`config.mk`:
```
export PLATFORM = sky130hd
export DESIGN_NAME = cmd_latency_monitor
export DESIGN_NICKNAME = d
export VERILOG_FILES = /design/src/rtl/cmd_mon_pkg.sv /design/src/rtl/cmd_mon_timebase.sv /design/src/rtl/cmd_mon_fifo.sv /design/src/rtl/cmd_mon_lane.sv /design/src/rtl/cmd_latency_monitor.sv
export SDC_FILE = /design/constraint.sdc
export NUM_CORES = 2
export LEC_CHECK = 0
export BUFFER_PORTS_ARGS = -buffer_cell sky130_fd_sc_hd__buf_4
export CORE_MARGIN = 3
export CORE_UTILIZATION = 57
export DETAILED_ROUTE_END_ITERATION = 7
export MAX_ROUTING_LAYER = met4
export PLACE_DENSITY = 0.76
export SETUP_SLACK_MARGIN = 0.3
export SYNTH_ARGS = -nofsm -noshare
export SYNTH_HDL_FRONTEND = slang
export SYNTH_SLANG_ARGS = --single-unit
```
`constraint.sdc`:
```
create_clock -name clk -period 7.2 [get_ports clk]
set_input_delay 1.8 -clock clk [delete_from_list [all_inputs] [get_ports clk]]
set_output_delay 1.8 -clock clk [all_outputs]
set_load 0.02 [all_outputs]
```
`src/rtl/cmd_mon_pkg.sv`:
```
package cmd_mon_pkg;
  localparam int NUM_SRC = 3;
  localparam int SRC_W   = 2;

  typedef enum logic [SRC_W-1:0] {
    SRC_CORE = 2'd0,
    SRC_SW   = 2'd1,
    SRC_IP   = 2'd2,
    SRC_NONE = 2'd3
  } src_e;

  typedef struct packed {
    logic timeout;
    logic mismatch;
    logic orphan;
    logic overflow;
  } lane_err_t;
endpackage

```
`src/rtl/cmd_mon_timebase.sv`:
```
module cmd_mon_timebase #(
  parameter int TS_W = 16
) (
  input  logic            clk,
  input  logic            rst,
  output logic [TS_W-1:0] now
);
  always_ff @(posedge clk) begin
    if (rst) now <= '0;
    else     now <= now + 1'b1;
  end

  // the stamp source advances by one each cycle, wrapping modulo 2^TS_W
  p_now_advance_r10: assert property (@(posedge clk) disable iff (rst)
    1'b1 |=> now == TS_W'($past(now) + 1'b1));
endmodule

```
`src/rtl/cmd_mon_fifo.sv`:
```
module cmd_mon_fifo #(
  parameter int WIDTH = 48,
  parameter int DEPTH = 16
) (
  input  logic                       clk,
  input  logic                       rst,
  input  logic                       push,
  input  logic [WIDTH-1:0]           wdata,
  input  logic                       pop,
  output logic [WIDTH-1:0]           rdata,
  output logic                       empty,
  output logic                       full,
  output logic [$clog2(DEPTH):0]     count
);
  localparam int AW = $clog2(DEPTH);

  logic [WIDTH-1:0] mem [DEPTH];
  logic [AW-1:0]    wr_ptr;
  logic [AW-1:0]    rd_ptr;

  // storage has no reset so it maps to distributed RAM
  always_ff @(posedge clk) begin
    if (push) mem[wr_ptr] <= wdata;
  end

  assign rdata = mem[rd_ptr];
  assign empty = (count == '0);
  assign full  = (count == (AW+1)'(DEPTH));

  always_ff @(posedge clk) begin
    if (rst) begin
      wr_ptr <= '0;
      rd_ptr <= '0;
      count  <= '0;
    end else begin
      if (push) wr_ptr <= (wr_ptr == AW'(DEPTH-1)) ? '0 : wr_ptr + 1'b1;
      if (pop)  rd_ptr <= (rd_ptr == AW'(DEPTH-1)) ? '0 : rd_ptr + 1'b1;
      case ({push, pop})
        2'b10:   count <= count + 1'b1;
        2'b01:   count <= count - 1'b1;
        default: count <= count;
      endcase
    end
  end

  // the lane never writes into a full queue
  p_no_push_full_r7: assert property (@(posedge clk) disable iff (rst)
    full |-> !push);
  // the lane never pops an empty queue
  p_no_pop_empty_r6: assert property (@(posedge clk) disable iff (rst)
    empty |-> !pop);
  // occupancy stays within the configured depth
  p_count_limit_r7: assert property (@(posedge clk) disable iff (rst)
    count <= (AW+1)'(DEPTH));
endmodule

```
`src/rtl/cmd_mon_lane.sv`:
```
module cmd_mon_lane
  import cmd_mon_pkg::*;
#(
  parameter int CMD_W  = 32,
  parameter int TS_W   = 16,
  parameter int DEPTH  = 16,
  parameter int WINDOW = 16
) (
  input  logic             clk,
  input  logic             rst,
  input  logic [TS_W-1:0]  now,
  input  logic             push_req,
  input  logic [CMD_W-1:0] push_cmd,
  input  logic             rcv_req,
  input  logic [CMD_W-1:0] rcv_cmd,
  output lane_err_t        err
);
  localparam int ENT_W = CMD_W + TS_W;
  localparam int CNT_W = $clog2(DEPTH) + 1;

  logic [ENT_W-1:0] head;
  logic [CMD_W-1:0] head_cmd;
  logic [TS_W-1:0]  head_ts;
  logic [TS_W-1:0]  age;
  logic             empty;
  logic             full;
  logic [CNT_W-1:0] count;
  logic             expired;
  logic             pop;
  logic             push_ok;
  lane_err_t        err_d;

  cmd_mon_fifo #(.WIDTH(ENT_W), .DEPTH(DEPTH)) u_track (
    .clk   (clk),
    .rst   (rst),
    .push  (push_ok),
    .wdata ({push_cmd, now}),
    .pop   (pop),
    .rdata (head),
    .empty (empty),
    .full  (full),
    .count (count)
  );

  assign head_cmd = head[ENT_W-1:TS_W];
  assign head_ts  = head[TS_W-1:0];
  assign age      = now - head_ts;             // modulo arithmetic survives wrap
  assign expired  = !empty && (age > TS_W'(WINDOW));
  assign pop      = !empty && (expired || rcv_req);
  assign push_ok  = push_req && !full;

  always_comb begin
    err_d          = '0;
    err_d.timeout  = expired;
    err_d.mismatch = rcv_req && !empty && !expired && (rcv_cmd != head_cmd);
    err_d.orphan   = rcv_req && empty;
    err_d.overflow = push_req && full;
  end

  always_ff @(posedge clk) begin
    if (rst) err <= '0;
    else     err <= err_d;
  end

  // a pending head never grows older than one cycle past the window
  p_head_age_r3: assert property (@(posedge clk) disable iff (rst)
    !empty |-> age <= TS_W'(WINDOW + 1));
  // an expiring entry leaves the queue
  p_expire_drops_r3: assert property (@(posedge clk) disable iff (rst)
    (expired && !push_ok) |=> count == $past(count) - 1'b1);
  // a receive on an empty queue is reported next cycle
  p_orphan_flag_r6: assert property (@(posedge clk) disable iff (rst)
    (rcv_req && empty) |=> err.orphan);
  // a rejected send leaves a full queue full when nothing left
  p_no_overflow_r7: assert property (@(posedge clk) disable iff (rst)
    (push_req && full && !pop) |=> full);
  // a late receive never produces a mismatch together with the timeout
  p_late_single_r8: assert property (@(posedge clk) disable iff (rst)
    err.timeout |-> !err.mismatch && !err.orphan);
endmodule

```
`src/rtl/cmd_latency_monitor.sv`:
```
module cmd_latency_monitor
  import cmd_mon_pkg::*;
#(
  parameter int CMD_W  = 32,
  parameter int TS_W   = 16,
  parameter int DEPTH  = 16,
  parameter int WINDOW = 16
) (
  input  logic               clk,
  input  logic               rst,
  input  logic               snd_valid,
  input  logic               snd_ready,
  input  logic [SRC_W-1:0]   snd_src,
  input  logic [CMD_W-1:0]   snd_cmd,
  input  logic               rcv_valid,
  input  logic               rcv_ready,
  input  logic [SRC_W-1:0]   rcv_src,
  input  logic [CMD_W-1:0]   rcv_cmd,
  output logic [NUM_SRC-1:0] err_timeout,
  output logic [NUM_SRC-1:0] err_mismatch,
  output logic [NUM_SRC-1:0] err_orphan,
  output logic [NUM_SRC-1:0] err_overflow
);
  logic [TS_W-1:0]    now;
  logic               snd_fire;
  logic               rcv_fire;
  logic [NUM_SRC-1:0] push_vec;
  logic [NUM_SRC-1:0] rcv_vec;

  assign snd_fire = snd_valid && snd_ready;
  assign rcv_fire = rcv_valid && rcv_ready;

  cmd_mon_timebase #(.TS_W(TS_W)) u_time (
    .clk (clk),
    .rst (rst),
    .now (now)
  );

  for (genvar s = 0; s < NUM_SRC; s++) begin : g_lane
    lane_err_t lane_err;

    assign push_vec[s] = snd_fire && (snd_src == SRC_W'(s));
    assign rcv_vec[s]  = rcv_fire && (rcv_src == SRC_W'(s));

    cmd_mon_lane #(
      .CMD_W  (CMD_W),
      .TS_W   (TS_W),
      .DEPTH  (DEPTH),
      .WINDOW (WINDOW)
    ) u_lane (
      .clk      (clk),
      .rst      (rst),
      .now      (now),
      .push_req (push_vec[s]),
      .push_cmd (snd_cmd),
      .rcv_req  (rcv_vec[s]),
      .rcv_cmd  (rcv_cmd),
      .err      (lane_err)
    );

    assign err_timeout[s]  = lane_err.timeout;
    assign err_mismatch[s] = lane_err.mismatch;
    assign err_orphan[s]   = lane_err.orphan;
    assign err_overflow[s] = lane_err.overflow;
  end

  // a handshake reaches at most one source lane
  p_one_lane_r1: assert property (@(posedge clk) disable iff (rst)
    $onehot0(push_vec) && $onehot0(rcv_vec));
  // an incomplete send handshake cannot cause an overflow
  p_idle_send_r1: assert property (@(posedge clk) disable iff (rst)
    !snd_fire |=> err_overflow == '0);
  // outputs are quiet in the cycle after reset
  p_reset_quiet_r9: assert property (@(posedge clk)
    rst |=> (err_timeout | err_mismatch | err_orphan | err_overflow) == '0);
endmodule

```
==> impl_metrics.py <==
metrics = {
    "outcome": {
        "status": "completed",
    },
    "yosys": {
        "synth_cells": 4265,
        "ys_async_sr_fraction": 0,
        "yosys.area_share.simple": 0.02185,
        "ys_seq_area_frac": 0.7508,
        "synth_mux_area_frac": 0.1733,
        "yosys_most_used_dff": "edfxtp_1",
        "yosys.cell_types.count": 80,
        "yosys-top-cells-area": "edfxtp_1 73%, mux4_2 17%, dfxtp_1 1.7%, ha_1 0.97%, xor2_1 0.75%",
        "avgSynthCellArea_um2": 22.10,
        "synthXorXnorAreaFrac": 0.01355,
        "synth-adder-area-share": 0.01096,
        "ys_ff_latch": 2383,
        "synth_top_family_by_area": "multiplexers",
        "synth_compound_area_frac": 0.01715,
        "synth_edf_count": 2304,
        "synth_warnings": 0,
        "synth_nets": 4418,
        "synth_top_area_cell": "edfxtp_1",
        "syn_area_um2": 94260,
        "synth_top_area_share": 0.7340,
    },
    "drt": {
        "drc_errors": 0,
        "vias": 45830,
        "routed_via_density": 6.692,
        "drt_iter0_drc": 6305,
        "dr.pass1.iters": 6,
        "postRouteAntennaNets": 0,
        "wl_per_cell_um": 32.53,
        "drt-total-wl_um": 222800,
    },
    "power": {
        "swShare": 0.2535,
        "p_int_mw": 25.31,
        "power_mw": 33.91,
        "pwr-share-comb": 0.196,
        "power_switching_mw": 8.596,
        "leakage_nw": 32.88,
        "p_clk_frac": 0.344,
        "powerDensity_nw_per_um2": 322.7,
        "ir_drop_mv": 0.2521,
        "pwr-share-seq": 0.461,
    },
    "cts": {
        "numCtsBuffers": 224,
        "tritoncts": "done",
        "ctsLongestPathBuffers": 3,
        "hold_buffers": 0,
        "clkTransAtPathRegs_ns": 0.07,
        "postCtsSetupBuffers": 0,
        "cts.sinks": 2383,
        "cts_max_level": 4,
        "clock_latency_ns": 0.86,
        "cts.repair.resized": 0,
        "root_buffer": "clkbuf_16",
    },
    "sta": {
        "tns_ns": 0,
        "hold_viol": 0,
        "fin_crit_sh": 0.8816,
        "slew_headroom": 0.1560,
        "skew_ns": 0.03564,
        "setup-violations-final": 0,
        "rsz0062_at_grt": "no",
        "worst_pin_slew_ns": 1.266,
        "fin_crit_ns": 6.348,
        "drv_slew": 0,
        "max_freq_mhz": 157.5,
    },
    "placement": {
        "placed_area_um2": 97830,
        "port_buffers": 85,
        "gp_congestion": 0.8823,
        "dp.cells": 6435,
        "dp_hpwl_um": 118400,
    },
    "final_layout": {
        "layout_common_cells": "2304 x edfxtp_1, 700 x mux4_2, 226 x clkbuf_16",
        "layout_commonest_cell": "edfxtp_1",
        "fill_cells": 10290,
        "finalInstanceArea_um2": 105100,
        "area_delta_synth_final_pct": 11.48,
        "multi_input_area_um2": 22490,
        "layout.cells.non_filler": 6849,
        "regArea_um2": 70830,
        "drive_above_1_share": 0.2789,
        "final_nets": 4639,
    },
    "global_route": {
        "grtUsageTotal": 0.2746,
        "grt.overflow.total": 0,
        "grt_max_degree": 106,
        "antenna_found_initial": 5,
        "grt_pass1_vias": 46180,
        "grt_pass1_wl_um": 325400,
    },
    "worst_setup_path": {
        "ff2ff_setup_slack_ns": 0.85,
        "worstPathMaxFanout": 33,
        "worst_path_largest_cell_delay_ns": 0.77,
        "end_kind": "flop",
        "crit_arrival_ns": 7.11,
        "worstSetupPathType": "reg -> reg",
        "critPathLaunchType": "flop",
        "crit_path_frequent_cell": "inv_1",
        "slowest_stage": "dfxtp_4",
        "worstReg2RegEnd": "g_lane[2].u_lane.u_track.count[4]",
        "crit_required_ns": 7.96,
        "crit_chain": "buf_4 -> mux4_2 -> mux4_2 -> inv_1 -> ha_1 -> o2111a_1 -> or2_1 -> a2111oi_0 -> o31ai_1 -> nor4b_2 -> a21oi_2 -> ha_1 -> inv_1 -> fa_1 -> inv_1 -> a21o_1 -> a21oi_1 -> xnor2_1 -> or3_1 -> a21oi_1",
        "r2r_cells": 20,
    },
    "worst_hold_path": {
        "min_path_type": "reg -> reg",
        "hold_start": "g_lane[1].u_lane.u_track.count[4]",
        "min_to": "g_lane[1].u_lane.err[0]",
        "min_path_cells": 2,
    },
    "flow_run": {
        "maxCapViolations": 0,
    },
    "floorplanning": {
        "core_area_um2": 163500,
        "die_x_um": 412.6,
        "io_pins": 86,
        "num_rows": 148,
        "die-area_um2": 170300,
        "start_util": 0.5765,
        "die_h_um": 412.6,
    },
}
cell families (layout without fill, tap and decap cells):
kind of cell             Yosys count  after routing
other                              0              5
multiplexers                     756            756
buffers and inverters            278            682
AND/OR/NAND/NOR                  383            383
AO/OA/AOI/OAI                    241            241
XOR/XNOR                         145            145
adder cells (fa/ha/maj)           79             79
flip-flops                      2383           2383
sequential cells by signal, summed over array words and instances (netlist names), named ones only:
register / count
g_lane.u_lane.err: 12
g_lane.u_lane.u_track.count: 15
g_lane.u_lane.u_track.mem: 2304
g_lane.u_lane.u_track.rd_ptr: 12
g_lane.u_lane.u_track.wr_ptr: 12
u_time.now: 16
how the worst max path moves through the flow:
stage	slack, ns	startpoint	to
floorplan	0.36	snd_valid	g_lane[0].u_lane.u_track.mem[3][0]
global placement	1.12	flop	g_lane[2].u_lane.u_track.count[4]
detailed placement	1.01	flop	g_lane[2].u_lane.u_track.count[4]
CTS	0.88	flop	g_lane[2].u_lane.u_track.count[4]
global route	0.36	flop	g_lane[2].u_lane.u_track.count[4]
finish	0.85	flop	g_lane[2].u_lane.u_track.count[4]
per-stage QoR:
step / hold WS (ns) / worst slack [ns] / util
floorplan: 0.4521 / 0.3635 / -
global placement: 0.4744 / 1.122 / 0.5983
detailed placement: 0.4749 / 1.012 / 0.5983
CTS: 0.4839 / 0.8792 / 0.6425
global route: 0.5088 / 0.3633 / 0.6426
finish: 0.4864 / 0.8524 / 0.6426
layer usage:
| layer | track usage | up-vias | routed length [um] | part of all wire |
|---|---|---|---|---|
| met5 | - | - | 0 | 0 |
| met4 | 0.09221 | 0 | 7919 | 0.036 |
| met3 | 0.04900 | 440 | 22300 | 0.10 |
| met2 | 0.4151 | 2894 | 107500 | 0.48 |
| met1 | 0.3868 | 24090 | 85060 | 0.38 |
| li1 | - | 18410 | - | - |
area by class of cell:
type                            instances  area share
Sequential cell                      2383      0.6741
Timing Repair Buffer                  193     0.01415
Clock inverter                        135     0.01310
Tap cell                             2175     0.02590
Clock buffer                          274     0.05573
Multi-Input combinational cell       1604      0.2141
Antenna cell                            5   0.0001191
Inverter                               80    0.002858
power groups by stage:
stage	Sequential (mW)	Clock (mW)	Combinational, mW
global route	15.7	12.3	7.15
floorplan	15.6	0	5.42
global placement	15.9	0	6.49
CTS	15.6	11.8	6.69
detailed placement	15.9	0	6.59
finish	15.6	11.6	6.64
cells in the mapped netlist, drive strengths merged (6+ instances only):
library cell / n
o21ai: 43
fa: 6
nand3: 26
nand2b: 20
a211oi: 12
mux4: 700
mux2i: 49
dfxtp: 79
mux2: 7
xor2: 81
or2: 6
nor2: 90
xnor2: 64
nor2b: 20
nor3b: 11
a2111oi: 8
edfxtp: 2304
buf: 122
a21o: 18
nor3: 30
clkbuf: 76
a21boi: 6
and2: 37
nor4: 24
nand4: 24
a211o: 7
nand4b: 7
and3: 12
nor4b: 6
inv: 80
nand2: 49
a21oi: 79
or3: 9
ha: 73
critical path, delay by kind of cell (launching register included):
kind	cells	cell delay, ns
buf+inv	4	0.66
mux	2	1.02
xor+xnor	1	0.08
compound gates	7	1.76
simple gates	3	1.20
fa+ha+maj	3	0.76
flops	1	0.77
Note: power is estimated with default switching activity, not from simulation.
